<file path="src/rtl/evf_pkg.sv">
package evf_pkg;
  localparam int FLAG_N  = 11;
  localparam int EVT_N   = FLAG_N - 1;
  localparam int WAKE_N  = 3;
  localparam int DATA_W  = 32;
  localparam int RAW_N   = 32;
  localparam int STAT_W  = RAW_N / 2;
  localparam int ADDR_W  = 3;

  typedef enum logic [ADDR_W-1:0] {
    A_FLAG    = 3'd0,
    A_POL     = 3'd1,
    A_MASK    = 3'd2,
    A_CLR     = 3'd3,
    A_STAT_LO = 3'd4,
    A_STAT_HI = 3'd5
  } evf_addr_e;
endpackage

</file>
<file path="src/rtl/evf_flag_bank.sv">
module evf_flag_bank #(
  parameter int N = evf_pkg::FLAG_N
) (
  input  logic         clk_i,
  input  logic         rst_i,
  input  logic [N-1:0] lvl_i,
  input  logic [N-1:0] pol_i,
  input  logic [N-1:0] clr_i,
  output logic [N-1:0] flag_o,
  output logic [N-1:0] flag_nxt_o
);
  logic [N-1:0] set_w;
  logic [N-1:0] flag_q;

  for (genvar i = 0; i < N; i++) begin : g_flag
    // polarity 0 = active high, 1 = active low
    assign set_w[i]      = lvl_i[i] ^ pol_i[i];
    assign flag_nxt_o[i] = set_w[i] | (flag_q[i] & ~clr_i[i]);

    always_ff @(posedge clk_i) begin
      if (rst_i) flag_q[i] <= 1'b0;
      else       flag_q[i] <= flag_nxt_o[i];
    end

    a_r2_set_next: assert property (@(posedge clk_i) disable iff (rst_i)
      set_w[i] |=> flag_q[i]);
    a_r5_clear_next: assert property (@(posedge clk_i) disable iff (rst_i)
      (clr_i[i] && !set_w[i]) |=> !flag_q[i]);
    a_r4_hold: assert property (@(posedge clk_i) disable iff (rst_i)
      (!clr_i[i] && !set_w[i]) |=> (flag_q[i] == $past(flag_q[i])));
  end

  assign flag_o = flag_q;
endmodule

</file>
<file path="src/rtl/evf_ctrl_regs.sv">
module evf_ctrl_regs
  import evf_pkg::*;
#(
  parameter int N = FLAG_N
) (
  input  logic              clk_i,
  input  logic              rst_i,
  input  logic              wr_en_i,
  input  logic [ADDR_W-1:0] addr_i,
  input  logic [N-1:0]      wr_bits_i,
  output logic [N-1:0]      pol_o,
  output logic [N-1:0]      mask_o,
  output logic [N-1:0]      mask_nxt_o,
  output logic [N-1:0]      clr_o
);
  logic [N-1:0] pol_q, mask_q;
  logic wr_flag, wr_pol, wr_mask, wr_clr;

  assign wr_flag = wr_en_i && (addr_i == A_FLAG);
  assign wr_pol  = wr_en_i && (addr_i == A_POL);
  assign wr_mask = wr_en_i && (addr_i == A_MASK);
  assign wr_clr  = wr_en_i && (addr_i == A_CLR);

  // zero written to flag word, or one written to clear word
  always_comb begin
    clr_o = '0;
    if (wr_flag) clr_o = ~wr_bits_i;
    if (wr_clr)  clr_o = wr_bits_i;
  end

  assign mask_nxt_o = wr_mask ? wr_bits_i : mask_q;

  always_ff @(posedge clk_i) begin
    if (rst_i) begin
      pol_q  <= '0;
      mask_q <= '0;
    end else begin
      if (wr_pol) pol_q <= wr_bits_i;
      mask_q <= mask_nxt_o;
    end
  end

  assign pol_o  = pol_q;
  assign mask_o = mask_q;
endmodule

</file>
<file path="src/rtl/evf_read_mux.sv">
module evf_read_mux
  import evf_pkg::*;
#(
  parameter int N = FLAG_N
) (
  input  logic [ADDR_W-1:0] addr_i,
  input  logic [N-1:0]      flag_i,
  input  logic [N-1:0]      pol_i,
  input  logic [N-1:0]      mask_i,
  input  logic [RAW_N-1:0]  raw_i,
  output logic [DATA_W-1:0] rd_data_o
);
  always_comb begin
    rd_data_o = '0;
    case (addr_i)
      A_FLAG:    rd_data_o[N-1:0]      = flag_i;
      A_POL:     rd_data_o[N-1:0]      = pol_i;
      A_MASK:    rd_data_o[N-1:0]      = mask_i;
      A_STAT_LO: rd_data_o[STAT_W-1:0] = raw_i[STAT_W-1:0];
      A_STAT_HI: rd_data_o[STAT_W-1:0] = raw_i[RAW_N-1:STAT_W];
      default:   rd_data_o = '0;
    endcase
  end
endmodule

</file>
<file path="src/rtl/evf_event_flags.sv">
module evf_event_flags
  import evf_pkg::*;
(
  input  logic              clk_i,
  input  logic              rst_i,
  input  logic              wr_en_i,
  input  logic [ADDR_W-1:0] addr_i,
  input  logic [DATA_W-1:0] wr_data_i,
  output logic [DATA_W-1:0] rd_data_o,
  input  logic [EVT_N-1:0]  evt_i,
  input  logic [WAKE_N-1:0] wake_i,
  input  logic [RAW_N-1:0]  raw_i,
  output logic              irq_comb_o
);
  logic [FLAG_N-1:0] lvl_w, pol_w, mask_w, mask_nxt_w, clr_w, flag_w, flag_nxt_w;
  logic              comb_q;
  logic              unused_wr_hi;

  assign unused_wr_hi = ^wr_data_i[DATA_W-1:FLAG_N];
  assign lvl_w = {evt_i, |wake_i};

  evf_ctrl_regs #(.N(FLAG_N)) u_regs (
    .clk_i(clk_i), .rst_i(rst_i), .wr_en_i(wr_en_i), .addr_i(addr_i),
    .wr_bits_i(wr_data_i[FLAG_N-1:0]), .pol_o(pol_w), .mask_o(mask_w),
    .mask_nxt_o(mask_nxt_w), .clr_o(clr_w)
  );

  evf_flag_bank #(.N(FLAG_N)) u_flags (
    .clk_i(clk_i), .rst_i(rst_i), .lvl_i(lvl_w), .pol_i(pol_w),
    .clr_i(clr_w), .flag_o(flag_w), .flag_nxt_o(flag_nxt_w)
  );

  evf_read_mux #(.N(FLAG_N)) u_rd (
    .addr_i(addr_i), .flag_i(flag_w), .pol_i(pol_w), .mask_i(mask_w),
    .raw_i(raw_i), .rd_data_o(rd_data_o)
  );

  // registered combine, fed from next-state so it tracks the flag edge
  always_ff @(posedge clk_i) begin
    if (rst_i) comb_q <= 1'b0;
    else       comb_q <= |(flag_nxt_w & mask_nxt_w);
  end
  assign irq_comb_o = comb_q;

  a_r8_comb_tracks: assert property (@(posedge clk_i) disable iff (rst_i)
    irq_comb_o == |(flag_w & mask_w));
  a_r1_reset_clears: assert property (@(posedge clk_i)
    rst_i |=> (flag_w == '0 && mask_w == '0 && pol_w == '0 && !irq_comb_o));
endmodule

</file>
<file path="config.mk">
export PLATFORM = sky130hd
export DESIGN_NAME = evf_event_flags
export DESIGN_NICKNAME = d
export VERILOG_FILES = /design/src/rtl/evf_pkg.sv /design/src/rtl/evf_flag_bank.sv /design/src/rtl/evf_ctrl_regs.sv /design/src/rtl/evf_read_mux.sv /design/src/rtl/evf_event_flags.sv
export SDC_FILE = /design/constraint.sdc
export NUM_CORES = 1
export LEC_CHECK = 0
export BUFFER_PORTS_ARGS = -buffer_cell sky130_fd_sc_hd__buf_2
export CAP_MARGIN = 20
export CORE_AREA = 4 4 64 90
export DETAILED_ROUTE_END_ITERATION = 10
export DIE_AREA = 0 0 68 94
export HOLD_SLACK_MARGIN = 0.06
export MAX_ROUTING_LAYER = met4
export PLACE_DENSITY = 0.76
export SLEW_MARGIN = 25
export SYNTH_ARGS = -nofsm -noshare
export SYNTH_HDL_FRONTEND = slang
export SYNTH_SLANG_ARGS = --single-unit
</file>
<file path="constraint.sdc">
create_clock -name clk_i -period 2.2 [get_ports clk_i]
set_input_delay 0.22 -clock clk_i [delete_from_list [all_inputs] [get_ports clk_i]]
set_output_delay 0.22 -clock clk_i [all_outputs]
set_load 0.005 [all_outputs]
</file>
After elaboration in Yosys (flattened, before gate mapping). Index checks and enable logic that the tools add are counted.

Register bits: 34. Input bits: 83. Logic and storage cells: 77.

Equality and inequality tests: 5. Multiplexer cells: 5. Bitwise gates (word level): 46. Reductions and logical operators: 7.

Operators by type and width (count): one-hot mux 11 bit (5 select lines) (1); 2-to-1 mux 11 bit (3); bitwise AND 1 bit (11); bitwise AND 11 bit (1); NOT 1 bit (11); NOT 11 bit (1); bitwise OR 1 bit (11); OR reduction 11 bit (1); bitwise XOR 1 bit (11); one-hot mux 5 bit (2 select lines) (1); equality test 3 x 2 -> 1 bit (second input constant) (2); equality test 3 bit (second input constant) (2); logical AND 1 bit (4); equality test 3 x 1 -> 1 bit (second input constant) (1); logical NOT 3 bit (1); OR reduction 3 bit (1).

Longest topological paths before layout.
Word-level depth: 9. Gate-level depth with buffers: 7. Gate-level depth less buffers: 5.

Cells and area by module. Synthesis repeated with hierarchy kept, for this count alone.

Cell total of the unflattened synthesis: 260. Area total of the unflattened synthesis: 2458.6 µm².

By module, submodules not included: evf_ctrl_regs (instances 1, cells each 114, area each 1222.4 µm², seq. area each 440.4 µm²); evf_read_mux (instances 1, cells each 81, area each 663.1 µm², seq. area each 0.0 µm²); evf_flag_bank (instances 1, cells each 56, area each 486.7 µm², seq. area each 220.2 µm²); evf_event_flags (instances 1, cells each 9, area each 86.3 µm², seq. area each 20.0 µm²).

Worst setup path before layout. OpenSTA, ideal clock, no wires.

Path type: input to register. Start point: input port addr_i[2]. End point: register comb_q (netlist: irq_comb_o). Setup time: 0.129 ns. Data arrival time: 1.457 ns. Slack: 0.614 ns. Stages on the path: 7. Buffers on the path: 2. Cells stage by stage: buf_6 -> nor4bb_4 -> buf_6 -> mux2i_1 -> a21oi_1 -> nor4_1 -> a31oi_1.

Longest elaborated chain between the ends: 9. Elaborated cells between the ends (all ways): 44.

RTL lines: from (decl) (line evf_event_flags.sv:7) `input logic [ADDR_W-1:0] addr_i,`; logical NOT 3 bit (line evf_ctrl_regs.sv:19) `assign wr_flag = wr_en_i && (addr_i == A_FLAG);`; logical AND 1 bit (line evf_ctrl_regs.sv:19); 2-to-1 mux 11 bit (line evf_ctrl_regs.sv:27) `if (wr_flag) clr_o = ~wr_bits_i;`; 2-to-1 mux 11 bit (line evf_ctrl_regs.sv:28) `if (wr_clr) clr_o = wr_bits_i;`; NOT 1 bit (line evf_flag_bank.sv:18) `assign flag_nxt_o[i] = set_w[i] | (flag_q[i] & ~clr_i[i]);`; bitwise AND 1 bit (line evf_flag_bank.sv:18); bitwise OR 1 bit (line evf_flag_bank.sv:18); bitwise AND 11 bit (*) (line evf_event_flags.sv:41) `else comb_q <= |(flag_nxt_w & mask_nxt_w);`; OR reduction 11 bit (*) (line evf_event_flags.sv:41); to (signal assigned) (line evf_event_flags.sv:41); to (decl) (line evf_event_flags.sv:16) `logic comb_q;`.

Every way passes the cells marked *; elsewhere a longest branch is shown, timed or not. A chain may end at the register's enable or synchronous reset.

Final worst setup path.
Start point: input port addr_i[2]. End point: output port rd_data_o[0].

Longest elaborated chain between the ends: 2. Elaborated cells between the ends (all ways): 6.

RTL lines: equality test 3 bit, or another cell as far along (line evf_read_mux.sv:15) `case (addr_i)`; one-hot mux 11 bit (5 select lines) (*) (line evf_read_mux.sv:15); to (decl) (line evf_event_flags.sv:9) `output logic [DATA_W-1:0] rd_data_o,`.

Marks and branches as above.

==> metrics.md <==
| Metric | Value |
|---|---|
| Slew margin rel. | `0.579` |
| Pwr/cell area | `549 nW/um2` |
| I/O Buffers | `78` |
| DR WL/cell | `15.3 um` |
| Core area | `5040 um2` |
| Kind of critical path | `in -> out` |
| Finished Layout Cells | `between 400 and 500` |
| Pre-Repair DR Iteration Count | `5` |
| Slew Viols, Final | `0` |
| CTS resizes | `0` |
| Total die area | `6390 um2` |
| WP data required | `1980 ps` |
| First-pass GRT wire length | `9610 um` |
| Final worst-path cycle share | `0.793` |
| Num rows | `31` |
| I/O pin cnt | `116` |
| Clk root buf | `clkbuf_8` |
| TritonCTS buffer count | `5` |
| Crit path time final | `1750 ps` |
| Most used cell along the critical path | `buf_2` |
| Commonest non-fill, non-tap cell in the layout | `buf_2` |
| Crit-path max cell delay | `between 500 and 600 ps` |
| Worst-path fanout max | `7` |
| Crit path capture type | `output port` |
| Synthesized area per cell | `8.47 um2` |
| Async SR Flop Fraction | `0` |
| # clock sinks | `34` |
| Hold WS | `197 ps` |
| Post-Syn Area | `2180 um2` |
| Register area share after synthesis | `0.313` |
| Die X | `68 um` |
| Static leakage | `1.22 nW` |
| Setup TNS | `0 ps` |
| Worst Path Arrival | `1530 ps` |
| Die height | `94 um` |
| Outcome | `finished clean` |
| Routed Antenna Nets | `0` |
| Setup crit start kind | `input port` |
| Nets | `approximately 420` |
| Gr usage total | `0.206` |
| Dpl cells | `~400` |
| Remaining DRCs | `0` |
| Yosys top cell by area | `dfxtp_1` |
| Total setup buffers inserted after CTS | `0` |
| Max Freq | `573 MHz` |
| GR Overflow Total | `0` |
| Clock Tree Buf Depth | `2` |
| Vias in the first global route | `2,107` |
| Iteration-0 DRC Markers | `70` |
| Seq cells post-synth | `34` |
| Clk_lat worst skew | `290 ps` |
| Pin count of the biggest net entering global routing | `35` |
| Routability Congestion | `around 0.80` |
| Post-Route WL | `6160 um` |
| Antenna violations before repair | `0` |
| Post-synth top area share | `0.313` |
| Placed Instance Area | `approximately 2600 um2` |
| EDFF count, synth | `0` |
| Max rail drop VDD | `0.000338 V` |
| Final HPWL DP | `~4600 um` |
| Hold Fails Final Rpt | `0` |
| Vias | `2,154` |
| Antenna cell count | `0` |
| Yosys Warn Count | `0` |
| Post-Syn Instances | `257` |
| Htree depth | `2` |
| Worst-Margin Slew | `631 ps` |
| RSZ-0062 raised after global routing | `false` |
| Clock transition at the registers of the reported paths | `70 ps` |
| Post-CTS Hold Buffers | `0` |
| Crit-path cells | `buf_2 -> buf_4 -> mux4_1 -> inv_1 -> o21ai_0 -> buf_2` |
| Post-synth cell types | `27` |
| Slowest cell on crit path | `mux4_1` |
| Clock Skews | `between 5 and 6 ps` |
| Starting Density | `0.432` |
| Area Growth Syn to Fin | `22.9%` |
| Synth area leaders | `dfxtp_1 (31%), a21oi_1 (9.4%), mux2i_1 (8.3%)` |
| CTS tree | `yes` |
| Share of cells above drive strength 1 | `0.329` |
| Commonest register cell after synthesis | `dfxtp_1` |
| Setup violators final | `0` |
| MaxCap Viol Count | `0` |
| Most frequent cells in the layout | `buf_2 (78), a21oi_1 (41), dfxtp_1 (34), nand2_1 (33), mux2i_1 (18)` |
| Design Area, Final | `2680 um2` |
| HP Class | `in -> reg` |
| Via density | `5.34` |
[Yosys cell counts (4+ instances only)]
| cell type | instances |
|---|---|
| a21oi_1 | 41 |
| o211ai_2 | 4 |
| inv_1 | 11 |
| buf_4 | 17 |
| buf_2 | 5 |
| mux4_2 | 7 |
| dfxtp_1 | 34 |
| nand2_1 | 33 |
| nor2_1 | 17 |
| clkbuf_1 | 8 |
| a31oi_1 | 4 |
| o21ai_0 | 10 |
| o211ai_1 | 7 |
| mux2i_1 | 18 |
| xor2_1 | 11 |
| nand3_1 | 11 |
[final timing paths]
kind                                 from                            to  slack [ps]  depth (start not counted)
max                             addr_i[2]                  rd_data_o[0]         450                          6
min                          wr_data_i[3]  u_regs.pol_o[3]$_SDFFE_PP0P_         200                          3
max reg2reg  u_regs.pol_o[5]$_SDFFE_PP0P_         irq_comb_o$_SDFF_PP0_         810                          5
min reg2reg  u_regs.pol_o[1]$_SDFFE_PP0P_  u_regs.pol_o[1]$_SDFFE_PP0P_         480                          2
[cell type report]
class                           instances  area (um2)
Timing Repair Buffer                   90         480
Multi-Input combinational cell        194        1290
Clock buffer                            6        82.6
Inverter                               11        41.3
Clock inverter                          2        12.5
Sequential cell                        34         681
Tap cell                               66        82.6
Fill cell                             503        2370
[sequential cells by signal, indices dropped and copies added (netlist names)]
register,count
irq_comb_o,1
u_flags.flag_o,11
u_regs.mask_o,11
u_regs.pol_o,11
[stage by stage]
stage | worst slack (ps) | power [W] | util
after floorplan | 614 | 0.000880 | -
after global placement | 343 | 0.000980 | 0.512
after detailed placement | 330 | 0.000990 | 0.512
after CTS | 448 | 0.00147 | 0.531
after global routing | 370 | 0.00154 | 0.531
final | 454 | 0.00147 | 0.531
[routing by layer]
metal | GRT usage | routed length [um] | up-vias
met5 | - | 0 | -
met4 | 0.0862 | 154 | 0
met3 | 0.0431 | 561 | 12
met2 | 0.353 | 3180 | 118
met1 | 0.225 | 2260 | 993
li1 | - | - | 1031
[critical path, delay by kind of cell]
kind | cells | cell delay, ps
compound gates | 1 | 80
buf+inv | 4 | 650
mux | 1 | 550
[cells by family after synthesis]
| family | after synthesis | share of synthesized area |
|---|---|---|
| xor gates and xnor gates | 11 | 0.0443 |
| AOI/OAI and AO/OA | 67 | 0.179 |
| and+or+nand+nor | 72 | 0.153 |
| muxes | 28 | 0.191 |
| other | 1 | 0.00172 |
| DFF | 34 | 0.313 |
| buffers and inverters | 44 | 0.118 |
[where the power goes]
part	leakage, nW	switching [W]	total [W]	internal [W]
clock network	0.0472	0.000240	0.000491	0.000251
registers	0.279	0.0000217	0.000666	0.000645
logic	0.897	0.000163	0.000311	0.000148
Power figures use the tool's default switching activity.
